===== src/rtl/cft_pkg.sv =====
package cft_pkg;
  localparam int FRM_ADDR_W   = 4;
  localparam int FRM_HW_W     = 2;
  localparam int FRM_CMD_W    = 6;
  localparam int FRM_DATA_MAX = 4;
  localparam int FRM_CNT_W    = $clog2(FRM_DATA_MAX + 1);
  localparam int FRM_LEN_MAX  = FRM_DATA_MAX + 4;
  localparam int FRM_IDX_W    = $clog2(FRM_LEN_MAX);
  localparam int FRM_SLOT_W   = $clog2(FRM_DATA_MAX);
  localparam int FRM_CSUM_W   = 16;
  localparam int FRM_DATA_W   = 8 * FRM_DATA_MAX;

  typedef logic [7:0] byte_t;

  typedef struct packed {
    byte_t                  hdr0;
    byte_t                  hdr1;
    logic [FRM_CSUM_W-1:0]  csum;
    logic [FRM_DATA_W-1:0]  data;
    logic [FRM_IDX_W-1:0]   last_idx;
  } frame_t;
endpackage


===== src/rtl/cft_rst_sync.sv =====
module cft_rst_sync (
  input  logic clk,
  input  logic rst_n,
  output logic rst_sync_n
);
  logic [1:0] sync_q;

  always_ff @(posedge clk or negedge rst_n) begin
    if (!rst_n) sync_q <= 2'b00;
    else        sync_q <= {sync_q[0], 1'b1};
  end

  assign rst_sync_n = sync_q[1];
endmodule


===== src/rtl/cft_frame_build.sv =====
module cft_frame_build
  import cft_pkg::*;
(
  input  logic [FRM_ADDR_W-1:0] addr,
  input  logic [FRM_HW_W-1:0]   hw,
  input  logic                  rd,
  input  logic                  ext,
  input  logic [FRM_CMD_W-1:0]  cmd,
  input  logic [FRM_CNT_W-1:0]  cnt,
  input  logic [FRM_DATA_W-1:0] data,
  output logic                  cnt_ok,
  output frame_t                frm
);
  logic [FRM_CSUM_W-1:0] acc;
  logic [1:0]            len_code;

  // Even counts up to the maximum are encodable; the code is the count halved.
  assign cnt_ok   = (cnt[0] == 1'b0) && (cnt <= FRM_CNT_W'(FRM_DATA_MAX));
  assign len_code = cnt[FRM_CNT_W-1:1];

  always_comb begin
    frm.hdr0 = {len_code, hw, addr};
    frm.hdr1 = {rd, ext, cmd};
    frm.data = data;
    acc = FRM_CSUM_W'(frm.hdr0) + FRM_CSUM_W'(frm.hdr1);
    for (int i = 0; i < FRM_DATA_MAX; i++) begin
      if (FRM_CNT_W'(i) < cnt) acc = acc + FRM_CSUM_W'(data[8*i +: 8]);
    end
    frm.csum = acc;
    if (cnt == '0) frm.last_idx = FRM_IDX_W'(1);
    else           frm.last_idx = FRM_IDX_W'(cnt) + FRM_IDX_W'(3);
  end
endmodule


===== src/rtl/cft_seq.sv =====
module cft_seq
  import cft_pkg::*;
(
  input  logic                 clk,
  input  logic                 rst_n,
  input  logic                 req_valid,
  input  logic                 cnt_ok,
  input  frame_t               frm_in,
  input  logic                 tx_ready,
  output logic                 busy,
  output logic                 err,
  output logic [FRM_IDX_W-1:0] idx,
  output frame_t               frm
);
  logic                 busy_q, busy_d;
  logic                 err_q, err_d;
  logic [FRM_IDX_W-1:0] idx_q, idx_d;
  logic                 load;
  frame_t               frm_q;

  always_comb begin
    busy_d = busy_q;
    idx_d  = idx_q;
    err_d  = 1'b0;
    load   = 1'b0;
    if (busy_q) begin
      if (tx_ready) begin
        if (idx_q == frm_q.last_idx) begin
          busy_d = 1'b0;
          idx_d  = '0;
        end else begin
          idx_d  = idx_q + 1'b1;
        end
      end
    end else if (req_valid) begin
      if (cnt_ok) begin
        load   = 1'b1;
        busy_d = 1'b1;
        idx_d  = '0;
      end else begin
        err_d  = 1'b1;
      end
    end
  end

  always_ff @(posedge clk or negedge rst_n) begin
    if (!rst_n) begin
      busy_q <= 1'b0;
      err_q  <= 1'b0;
      idx_q  <= '0;
      frm_q  <= '0;
    end else begin
      busy_q <= busy_d;
      err_q  <= err_d;
      idx_q  <= idx_d;
      if (load) frm_q <= frm_in;
    end
  end

  assign busy = busy_q;
  assign err  = err_q;
  assign idx  = idx_q;
  assign frm  = frm_q;
endmodule


===== src/rtl/cft_byte_sel.sv =====
module cft_byte_sel
  import cft_pkg::*;
(
  input  logic [FRM_IDX_W-1:0] idx,
  input  frame_t               frm,
  output byte_t                out_byte
);
  byte_t                  slot [FRM_DATA_MAX];
  logic [FRM_IDX_W-1:0]   didx;

  for (genvar g = 0; g < FRM_DATA_MAX; g++) begin : g_slot
    assign slot[g] = frm.data[8*g +: 8];
  end

  assign didx = idx - FRM_IDX_W'(4);

  always_comb begin
    case (idx)
      FRM_IDX_W'(0): out_byte = frm.hdr0;
      FRM_IDX_W'(1): out_byte = frm.hdr1;
      FRM_IDX_W'(2): out_byte = frm.csum[15:8];
      FRM_IDX_W'(3): out_byte = frm.csum[7:0];
      default:       out_byte = slot[didx[FRM_SLOT_W-1:0]];
    endcase
  end
endmodule


===== src/rtl/cmd_frame_tx.sv =====
module cmd_frame_tx
  import cft_pkg::*;
(
  input  logic                  clk,
  input  logic                  rst_n,
  input  logic                  req_valid,
  input  logic [FRM_ADDR_W-1:0] req_addr,
  input  logic [FRM_HW_W-1:0]   req_hw,
  input  logic                  req_rd,
  input  logic                  req_ext,
  input  logic [FRM_CMD_W-1:0]  req_cmd,
  input  logic [FRM_CNT_W-1:0]  req_cnt,
  input  logic [FRM_DATA_W-1:0] req_data,
  output logic                  req_err,
  output logic                  busy,
  output logic                  tx_valid,
  output logic [7:0]            tx_data,
  input  logic                  tx_ready,
  output logic                  tx_mark_hold
);
  logic                 rst_sync_n;
  logic                 cnt_ok;
  frame_t               frm_new;
  frame_t               frm_cur;
  logic [FRM_IDX_W-1:0] idx;
  logic                 busy_i;

  cft_rst_sync u_rst (
    .clk        (clk),
    .rst_n      (rst_n),
    .rst_sync_n (rst_sync_n)
  );

  cft_frame_build u_build (
    .addr   (req_addr),
    .hw     (req_hw),
    .rd     (req_rd),
    .ext    (req_ext),
    .cmd    (req_cmd),
    .cnt    (req_cnt),
    .data   (req_data),
    .cnt_ok (cnt_ok),
    .frm    (frm_new)
  );

  cft_seq u_seq (
    .clk       (clk),
    .rst_n     (rst_sync_n),
    .req_valid (req_valid),
    .cnt_ok    (cnt_ok),
    .frm_in    (frm_new),
    .tx_ready  (tx_ready),
    .busy      (busy_i),
    .err       (req_err),
    .idx       (idx),
    .frm       (frm_cur)
  );

  cft_byte_sel u_sel (
    .idx      (idx),
    .frm      (frm_cur),
    .out_byte (tx_data)
  );

  assign busy         = busy_i;
  assign tx_valid     = busy_i;
  assign tx_mark_hold = ~busy_i;
endmodule


===== config.mk =====
export PLATFORM = sky130hd
export DESIGN_NAME = cmd_frame_tx
export DESIGN_NICKNAME = d
export VERILOG_FILES = /design/src/rtl/cft_pkg.sv /design/src/rtl/cft_rst_sync.sv /design/src/rtl/cft_frame_build.sv /design/src/rtl/cft_seq.sv /design/src/rtl/cft_byte_sel.sv /design/src/rtl/cmd_frame_tx.sv
export SDC_FILE = /design/constraint.sdc
export NUM_CORES = 1
export LEC_CHECK = 0
export ABC_AREA = 1
export CORE_ASPECT_RATIO = 1.25
export CORE_UTILIZATION = 60
export CTS_BUF_LIST = sky130_fd_sc_hd__clkbuf_8
export DETAILED_ROUTE_END_ITERATION = 10
export DONT_BUFFER_PORTS = 1
export HOLD_SLACK_MARGIN = 0.15
export PLACE_DENSITY = 0.76
export SLEW_MARGIN = 15
export SYNTH_ARGS = -nofsm -noshare
export SYNTH_HDL_FRONTEND = slang
export SYNTH_SLANG_ARGS = --single-unit
export TNS_END_PERCENT = 100

===== constraint.sdc =====
create_clock -name clk -period 2.8 [get_ports clk]
set_clock_uncertainty 0.15 [all_clocks]
set_input_delay 0.28 -clock clk [delete_from_list [all_inputs] [get_ports clk]]
set_output_delay 0.28 -clock clk [all_outputs]
set_load 0.005 [all_outputs]

=== Yosys cells after proc, flatten, opt, wreduce, memory -nomap -nowiden ===
Index checks and enable logic that the tools add are counted.

* Register bits after elaboration: 74
* Logic and storage cells: 60
* Output and inout port bits: 12
* Bits of input ports: 53

* Equal/unequal tests: 5
* Add/subtract/negate cells: 8
* Magnitude comparators: 6
* Reductions and logical operators: 6
* Mux-type cells: 23
* Bitwise gates (word level): 3

{| class="wikitable"
|+ Operators with widths
! kind !! number
|-
| $add 16x8->16 || 4
|-
| $mux 16 || 4
|-
| $pmux 8 s4 || 1
|-
| $mux 3 || 6
|-
| $bmux 8 s2 || 1
|-
| $mux 8 || 2
|-
| $add 8x8->9 || 1
|-
| $mux 1 || 9
|-
| $eq 3x2->1 const B || 2
|-
| $logic_not 3->1 || 2
|-
| $lt 1x3->1 const A || 2
|-
| $lt 2x3->1 const A || 2
|-
| $reduce_bool 2->1 || 2
|-
| $add 3x1->3 const B || 1
|-
| $add 3x2->3 const B || 1
|-
| $eq 3x1->1 const B || 1
|-
| $eq 3x3->1 || 1
|-
| $ge 3x3->1 const B || 1
|-
| $le 3x3->1 const B || 1
|-
| $not 2->3 || 1
|-
| $reduce_and 3->1 || 1
|-
| $ne 2x2->1 const B || 1
|-
| $not 1->1 || 2
|-
| $sub 2x1->2 const B || 1
|-
| $logic_and 1x1->1 || 1
|}

=== Logic depth before layout (Yosys ltp) ===
Gate-level depths: netlist (run 1).

* Depth after elaboration: 9
* Depth in mapped cells: 41
* Gate-level depth less buffers: 41

=== Hierarchy ===
Synthesis (run 1) repeated with hierarchy kept, for this count alone.

* Cell total of the unflattened synthesis: 832
* Area, all modules: 6458.7 µm²

{| class="wikitable"
|+ By module, submodules not included
! module !! sequential area each (µm²) !! cells an instance !! instances !! area an instance (µm²)
|-
| cft_frame_build || 0.0 || 486 || 1 || 2865.2
|-
| cft_seq || 1801.7 || 181 || 1 || 2824.0
|-
| cft_byte_sel || 0.0 || 160 || 1 || 704.4
|-
| cft_rst_sync || 50.0 || 3 || 1 || 53.8
|-
| cmd_frame_tx || 0.0 || 2 || 1 || 11.3
|}

=== Least setup slack after synthesis (run 1) ===
No wires, ideal clock.

* Path kind: input-to-reg
* Start: input port req_addr[0]
* End: register u_seq.frm_q, in the netlist u_seq.frm[42]
* Arrival: 5035 ps
* Setup time: 116 ps
* Setup slack: -2502 ps
* Path buffers: 0
* Cell stages on the path: 31
* Required time: 2534 ps
* Path through: ha_1 -> fa_1 -> inv_1 -> fa_1 -> or2_1 -> o21ai_2 -> inv_1 -> fa_1 -> nor2_4 -> nand2_1 -> a21boi_0 -> o21ai_0 -> o21ai_0 -> inv_1 -> ha_1 -> inv_1 -> nor2_1 -> o21ai_0 -> nand3_1 -> nand3_1 -> nand2_1 -> ha_1 -> nand2_1 -> inv_1 -> a221oi_1 -> o31ai_1 -> xor2_1 -> o21ai_0 -> inv_1 -> nand2_1 -> nand2_1

* Word-level cells in the longest chain between the ends: 9

{| class="wikitable"
|+ Ends and longest elaborated chain
! item !! RTL line !! RTL
|-
| from (decl) || cmd_frame_tx.sv:7 || <nowiki>input logic [FRM_ADDR_W-1:0] req_addr,</nowiki>
|-
| $add 8x8->9 (*) || cft_frame_build.sv:25 || <nowiki>acc = FRM_CSUM_W'(frm.hdr0) + FRM_CSUM_W'(frm.hdr1);</nowiki>
|-
| $add 16x8->16 || cft_frame_build.sv:27 || <nowiki>if (FRM_CNT_W'(i) < cnt) acc = acc + FRM_CSUM_W'(data[8*i +: 8]);</nowiki>
|-
| $mux 16 (*) || cft_frame_build.sv:27 ||
|-
| $add 16x8->16 || cft_frame_build.sv:27 ||
|-
| $mux 16 (*) || cft_frame_build.sv:27 ||
|-
| $add 16x8->16 || cft_frame_build.sv:27 ||
|-
| $mux 16 (*) || cft_frame_build.sv:27 ||
|-
| $add 16x8->16 || cft_frame_build.sv:27 ||
|-
| $mux 16 (*) || cft_frame_build.sv:27 ||
|-
| to (signal assigned) || cft_seq.sv:56 || <nowiki>if (load) frm_q <= frm_in;</nowiki>
|-
| to (decl) || cft_seq.sv:19 || <nowiki>frame_t frm_q;</nowiki>
|}

Mark *: on every way between the ends. The rest lies on a longest branch, timed or not.
A chain may end at the register's enable or synchronous reset.

=== Worst setup path after layout (run 1) ===
* Start: input port req_cmd[0]
* End: register u_seq.frm_q, in the netlist u_seq.frm[44]

* Word-level cells in the longest chain between the ends: 9

{| class="wikitable"
|+ Ends and longest elaborated chain
! item !! RTL line !! RTL
|-
| from (decl) || cmd_frame_tx.sv:11 || <nowiki>input logic [FRM_CMD_W-1:0] req_cmd,</nowiki>
|-
| $add 8x8->9 (*) || cft_frame_build.sv:25 ||
|-
| $add 16x8->16 || cft_frame_build.sv:27 ||
|-
| $mux 16 (*) || cft_frame_build.sv:27 ||
|-
| $add 16x8->16 || cft_frame_build.sv:27 ||
|-
| $mux 16 (*) || cft_frame_build.sv:27 ||
|-
| $add 16x8->16 || cft_frame_build.sv:27 ||
|-
| $mux 16 (*) || cft_frame_build.sv:27 ||
|-
| $add 16x8->16 || cft_frame_build.sv:27 ||
|-
| $mux 16 (*) || cft_frame_build.sv:27 ||
|}

Marks and branches as above.

==> out/qor.csv, run 1 <==
metric,value,unit
status,"complete, but fails checks",
violations,"negative hold slack, negative setup slack",
synthesis.nets,886,
synth-edff-count,0,
antenna_cells,0,
crit_fanout,4,
synthArstFlopShare,100,%
utilization,90.3,%
leakage,3.96,nW
clock_power_share,8.9,%
period_minus_slack,5.10,ns
p_seq_share,22.0,%
slowest_stage,fa_2,
slew-limit-headroom,46.5,%
combPwrFrac,69.1,%
syn_area,5540,um^2
rsz0062_at_grt,true,
vias,6592,
cts_buffers,9,
syn_inst,782,
viasPerCell,6.10,
clock_sinks,71,
ant_nets,0,
net-switching-power,3.80,mW
max_freq,196,MHz
maxSlewViolCount,0,
drc,0,
crit_path_frequent_cell,nand2_1,
cp_top_family,adder cells,
grt_overflow,0,
worst_ep_required_time,2.93,ns
cts_max_level,3,
drive_gt1_share,30.1,%
finalSetupViolCount,14,
cts-root-buf,clkbuf_8,
grt_max_degree,92,
seq_area_frac_synth,32.0,%
grt_usage,41.6,%
critical-path-max-stage-delay,0.55,ns
endpoint_kind,flip-flop,
grt_pass1_vias,6194,
switching_share,46.1,%
worstHoldPathCells,3,
insertion_delay,0.36,ns
power_per_cell_area,1030,nW/um^2
cp_data_arrival_time,5.23,ns
syn_avg_cell_area,7.09,um^2
reg2reg_depth,7,
hold_ws,-0.0520,ns
die_y,109,um
ys_warn_count,0,
path_buf_inv,5,
clock_path_buffers,2,
mostFrequentLayoutCells,"nand2_1 (223), buf_4 (130), inv_1 (90), dfrtp_1 (70), dlygate4sd3_1 (51)",
drtPass1Iterations,6,
total_power,8.24,mW
start_util,62.7,%
antenna_found_initial,0,
cts_tree,done,
pin_count,65,
cp.depth,34,
maxCapViolations,0,
min_path_type,in -> reg,
clk_pin_slew,0.07,ns
grt_pass1_wl,29900,um
final_nets,1061,
dp_cells,993,
wirelength,21400,um
place_congestion,0.978,
tightest_slew,0.803,ns
synth-main-ff-cell,dfrtp_1,
fill_cells,408,
wl_per_cell,19.8,um
core_area,8840,um^2
die_w,88.0,um
io_buffers,0,
layout_setup_ws,-2.30,ns
power.internal,4.44,mW
syn_to_final_growth,44.0,%
hpwlAfterDp,12900,um
holdBufCountCts,51,
fp.dieArea,9630,um^2
min_period_over_period,182,%
finalNonFillerCells,1081,
ys_seq_elements,71,
hold_viol_final,3,
final_common_cell,nand2_1,
worst_ir_drop_vdd,789,uV
rows,38,
ys_types,45,
drt_iter0_markers,768,
path_class,in -> reg,
start_kind,input pin,
[cell usage after synthesis (3+ instances only)]
library cell	n	share of area (%)
nand2_1	243	16
inv_1	98	6.6
dfrtp_1	71	32
o21ai_0	61	5.5
ha_1	46	10
nand3_1	42	3.8
a21oi_1	40	3.6
nor2_1	40	2.7
clkbuf_1	16	1.1
xor2_1	10	1.6
a211oi_1	9	1.2
nand2_2	9	1.0
o31ai_1	9	1.2
o22ai_1	8	0.90
a221oi_1	6	0.95
inv_2	6	0.41
o21ai_2	6	0.95
fa_1	5	1.8
o21ai_1	5	0.45
xnor2_1	5	0.79
buf_4	4	0.54
nand3b_1	3	0.41
o211ai_1	3	0.41
o21bai_1	3	0.41
or2_2	3	0.34
[through the flow]
stage,setup WS (ns),setup TNS [ns],instance area [um^2]
after floorplan,-2.03,-18.50,5760
after global placement,-2.41,-23.39,6690
after detailed placement,-2.57,-24.49,6690
after CTS,-2.05,-18.95,7660
after global routing,-2.51,-23.59,7990
final,-2.30,-21.14,7990
[path summary, 6_finish.rpt]
kind                                       from            end  slack (ns)
worst max-delay path                 req_cmd[0]  u_seq.frm[44]       -2.30
worst min-delay path                 req_cnt[2]  u_seq.frm[39]       -0.05
worst max register to register       u_seq.busy  u_seq.frm[66]        0.50
worst min register to register  u_rst.sync_q[1]  u_seq.frm[51]        0.21
max in group asynchronous       u_rst.sync_q[1]  u_seq.frm[16]        1.62
min in group asynchronous       u_rst.sync_q[1]  u_seq.frm[51]        0.21
[flip-flops by register name, indices dropped and copies added (netlist names)]
register      count
u_rst.sync_q      2
u_seq.busy        1
u_seq.idx         3
u_seq.frm        64
u_seq.err         1
[layout make-up]
| cell class | instances | area (um^2) | area share (%) |
|---|---|---|---|
| Multi-Input combinational cell | 581 | 3910 | 49.0 |
| Clock buffer | 11 | 151 | 1.90 |
| Timing Repair Buffer | 187 | 1570 | 19.7 |
| Sequential cell | 71 | 1780 | 22.3 |
| Clock inverter | 4 | 16.3 | 0.204 |
| Inverter | 107 | 409 | 5.12 |
| Tap cell | 120 | 150 | 1.88 |
[cell families (layout without fill, tap and decap cells)]
family	after synthesis	in the layout	share of synthesized area, %
simple gates	355	355	26.9
compound gates	159	159	17.2
buf+inv	130	309	9.30
flops	71	71	32.0
fa+ha+maj	51	51	12.2
xor+xnor	15	15	2.37
other cells	1	1	0.0676
[power groups by stage]
stage | Clock, mW | Combinational (mW) | Sequential (mW)
after floorplan | 0 | 2.72 | 1.68
after global placement | 0 | 4.15 | 1.76
after detailed placement | 0 | 4.30 | 1.78
after CTS | 0.711 | 4.75 | 1.76
after global routing | 0.785 | 6.09 | 1.85
final | 0.734 | 5.69 | 1.81
[per-layer routing]
metal | vias to the layer above | share of wire (%) | GRT usage [%]
met4 | 0 | 7.2 | 27.3
li1 | 2894 | - | -
met2 | 493 | 49 | 70.0
met1 | 3059 | 35 | 47.2
met5 | - | 0 | 0
met3 | 146 | 8.7 | 9.23
[tightest hold or removal path: stages]
cell and delay (ns):
nand2_1 0.04, nand2_1 0.05, o21ai_1 0.05
[repair_timing]
action / CTS / global route
hold endpoints to repair: 64 / 8
setup buffers: 14 / 9
cloned: 0 / 0
pin swaps: 32 / 62
resized for setup: 38 / 63
endpoints found under the setup margin: 12 / 19
No activity file was read; power rests on OpenSTA's default activity.
==> run 2, diff against run 1 <==
--- a/config.mk
+++ b/config.mk
@@ -8,11 +8,12 @@
 export ABC_AREA = 1
 export CORE_ASPECT_RATIO = 1.25
 export CORE_UTILIZATION = 60
-export CTS_BUF_LIST = sky130_fd_sc_hd__clkbuf_8
+export CTS_BUF_LIST = sky130_fd_sc_hd__clkbuf_16
 export DETAILED_ROUTE_END_ITERATION = 10
 export DONT_BUFFER_PORTS = 1
 export HOLD_SLACK_MARGIN = 0.15
 export PLACE_DENSITY = 0.76
+export SKIP_LAST_GASP = 1
 export SLEW_MARGIN = 15
 export SYNTH_ARGS = -nofsm -noshare
 export SYNTH_HDL_FRONTEND = slang
==> run 2 against run 1 <==
The run now fails in global routing (5_1_grt). Synthesized cell count is the same. Synthesized area is the same.
==> out/qor.csv, run 2 <==
metric,value,unit
grt_overflow,2,
syn_inst,782,
clock_sinks,71,
synthesis.nets,886,
grt_max_degree,92,
synth_area_leaders,"dfrtp_1 (32%), nand2_1 (16%), ha_1 (10%)",
synthTopCellsByCount,"nand2_1 (243), inv_1 (98), dfrtp_1 (71)",
synth_top_area_share,32.0,%
endpoint_type,register data pin,
stop_error,[ERROR GRT-0232] Routing congestion too high. Check the congestion heatmap in the GUI.,
ys_types,45,
cts-root-buf,clkbuf_16,
syn_avg_cell_area,7.09,um^2
lastStage,global routing (5_1_grt),
pin_count,65,
yosysMostFrequentCell,nand2_1,
start_util,62.7,%
hpwlAfterDp,12900,um
synth_top_area_cell,dfrtp_1,
synth-edff-count,0,
ys_seq_elements,71,
syn_area,5540,um^2
die_w,88.0,um
place_congestion,0.978,
cts_buffers,9,
die_y,109,um
grt_usage,64.6,%
rows,38,
status,stopped before the end,
synth-main-ff-cell,dfrtp_1,
worstEndpointGrtRepair,u_seq.frm[44]$_DFFE_PN0P_/D,
clock_path_buffers,2,
io_buffers,0,
cts_max_level,3,
ys_warn_count,0,
seq_area_frac_synth,32.0,%
synthArstFlopShare,100,%
==> run 2: cell counts after synthesis <==
No cell type changed its count.
==> run 2: cells by family after synthesis <==
kind of cell / Yosys count / share of synthesized area, %
xor gates and xnor gates: 15 / 2.37
other: 1 / 0.0676
buffers and inverters: 130 / 9.30
AOI/OAI and AO/OA: 159 / 17.2
DFF: 71 / 32.0
adders and majority gates: 51 / 12.2
and+or+nand+nor: 355 / 26.9
==> run 2: timing repair <==
item                                    CTS
pin swaps                                31
endpoints found under the setup margin   11
hold buffers                             51
buffers inserted                         12
gates resized for setup                  32
endpoints found under the hold margin    64
==> run 2: per-layer routing <==
layer | GRT usage [%] | overflow
met3 | 44.3 | 0
met4 | 65.1 | 0
met2 | 86.5 | 2
met5 | 7.95 | 0
met1 | 63.3 | 0
==> run 2: stage by stage <==
| step | setup slack, ns | cell area [um^2] | instances |
|---|---|---|---|
| after floorplan | -2.03 | 5760 | 782 |
| after global placement | -2.41 | 6690 | 993 |
| after detailed placement | -2.57 | 6690 | 993 |
| after CTS | -2.07 | 7700 | 1071 |
==> run 3, diff against run 2 <==
--- a/config.mk
+++ b/config.mk
@@ -6,13 +6,10 @@
 export NUM_CORES = 1
 export LEC_CHECK = 0
 export ABC_AREA = 1
-export CORE_ASPECT_RATIO = 1.25
-export CORE_UTILIZATION = 60
-export CTS_BUF_LIST = sky130_fd_sc_hd__clkbuf_16
+export CORE_UTILIZATION = 40
 export DETAILED_ROUTE_END_ITERATION = 10
 export DONT_BUFFER_PORTS = 1
-export HOLD_SLACK_MARGIN = 0.15
-export PLACE_DENSITY = 0.76
+export PLACE_DENSITY_LB_ADDON = 0.15
 export SKIP_LAST_GASP = 1
 export SLEW_MARGIN = 15
 export SYNTH_ARGS = -nofsm -noshare
==> run 3 against run 2 <==
The flow now finishes, with violations (negative setup slack).
==> out/qor.csv, run 3 (synthesized netlist as in run 1, its figures left out) <==
metric,value,unit
power_per_cell_area,1000,nW/um^2
largest_reg_flops,64,
status,"complete, but fails checks",
min_path_type,in -> async,
grt_max_degree,57,
tightest_slew,0.700,ns
cts_buffers,9,
cts_tree,done,
final_nets,1075,
place_ws,-2.56,ns
fill_cells,1159,
grt_overflow,0,
vias,5813,
start_util,41.4,%
cp_top_family,adder cells,
core_area,13400,um^2
setup_tns,-18.89,ns
cts-root-buf,clkbuf_16,
total_power,8.29,mW
cts_max_level,3,
worst_ep_required_time,2.92,ns
rsz0062_at_grt,true,
slowest_stage,fa_2,
rows,42,
wl_per_cell,15.8,um
violations,negative setup slack,
path_class,in -> reg,
cp.depth,35,
endpoint_kind,flip-flop,
hold_ws,0.0212,ns
final_common_cell,nand2_1,
maxCapViolations,0,
die_w,120,um
crit_fanout,4,
clk_pin_slew,0.07,ns
min_period_over_period,173,%
hpwlAfterDp,13700,um
grt_pass1_vias,5957,
viasPerCell,5.05,
drive_gt1_share,32.2,%
drt_iter0_markers,330,
syn_to_final_growth,49.4,%
critical-path-max-stage-delay,0.56,ns
reg2reg_depth,7,
insertion_delay,0.34,ns
antenna_cells,0,
slew-limit-headroom,53.0,%
grt_usage,26.6,%
period_minus_slack,4.85,ns
utilization,61.8,%
grt_pass1_wl,29600,um
antenna_found_initial,0,
pin_count,65,
max_freq,206,MHz
leakage,4.06,nW
fp.dieArea,14300,um^2
place_congestion,0.972,
wirelength,18200,um
cp_data_arrival_time,4.97,ns
clock_sinks,71,
maxSlewViolCount,0,
hold_viol_final,0,
die_y,120,um
start_kind,input pin,
io_buffers,0,
drtPass1Iterations,5,
clock_path_buffers,2,
path_buf_inv,6,
ant_nets,0,
mostFrequentLayoutCells,"nand2_1 (226), buf_4 (146), inv_1 (85), dfrtp_1 (69), dlygate4sd3_1 (50)",
finalSetupViolCount,11,
drc,0,
layout_setup_ws,-2.05,ns
worst_ir_drop_vdd,431,uV
-- run 3: layout make-up --
cell class	count	area, um^2	area share [%]
repair buffers	201	1650	20.0
inverters	107	408	4.92
clock buffers	9	225	2.72
clock inverters	7	55.1	0.665
multi-input cells	581	3940	47.6
well taps	176	220	2.66
flip-flops and latches	71	1780	21.5
-- run 3: final timing paths --
kind | endpoint | from | slack, ns
min | u_rst.sync_q[1] | rst_n | 0.02
min reg2reg | u_seq.frm[47] | u_rst.sync_q[1] | 0.13
max reg2reg | u_seq.frm[46] | u_seq.busy | 0.61
max | u_seq.frm[44] | req_addr[0] | -2.05
max in group asynchronous | u_seq.idx[0] | u_rst.sync_q[1] | 1.61
min in group clk | u_seq.frm[35] | req_cnt[2] | 0.03
-- run 3: what timing repair did --
action	4_1_cts	5_1_grt
hold endpoints to repair	56	0
cloned	0	0
hold buffers	50	0
gates resized for setup	74	33
buffers inserted	19	12
endpoints found under the setup margin	19	19
pin swaps	43	15
-- run 3: stage by stage --
stage / std cells / instance area, um^2
final: 1152 / 8280
after global routing: 1152 / 8280
after CTS: 1142 / 8050
after detailed placement: 1057 / 6790
after global placement: 1057 / 6790
after floorplan: 782 / 5760
-- run 3: routing by layer --
metal | track usage (%) | part of all wire [%] | vias to the layer above
li1 | - | - | 2914
met1 | 33.7 | 43 | 2735
met2 | 45.6 | 50 | 131
met3 | 3.80 | 4.0 | 33
met4 | 10.5 | 2.7 | 0
met5 | 0 | 0 | -
-- run 3: where the power goes --
part           internal, mW  switching, mW  total (mW)
combinational          2.65           2.80        5.45
sequential             1.50          0.269        1.77
clock                 0.608          0.468        1.08
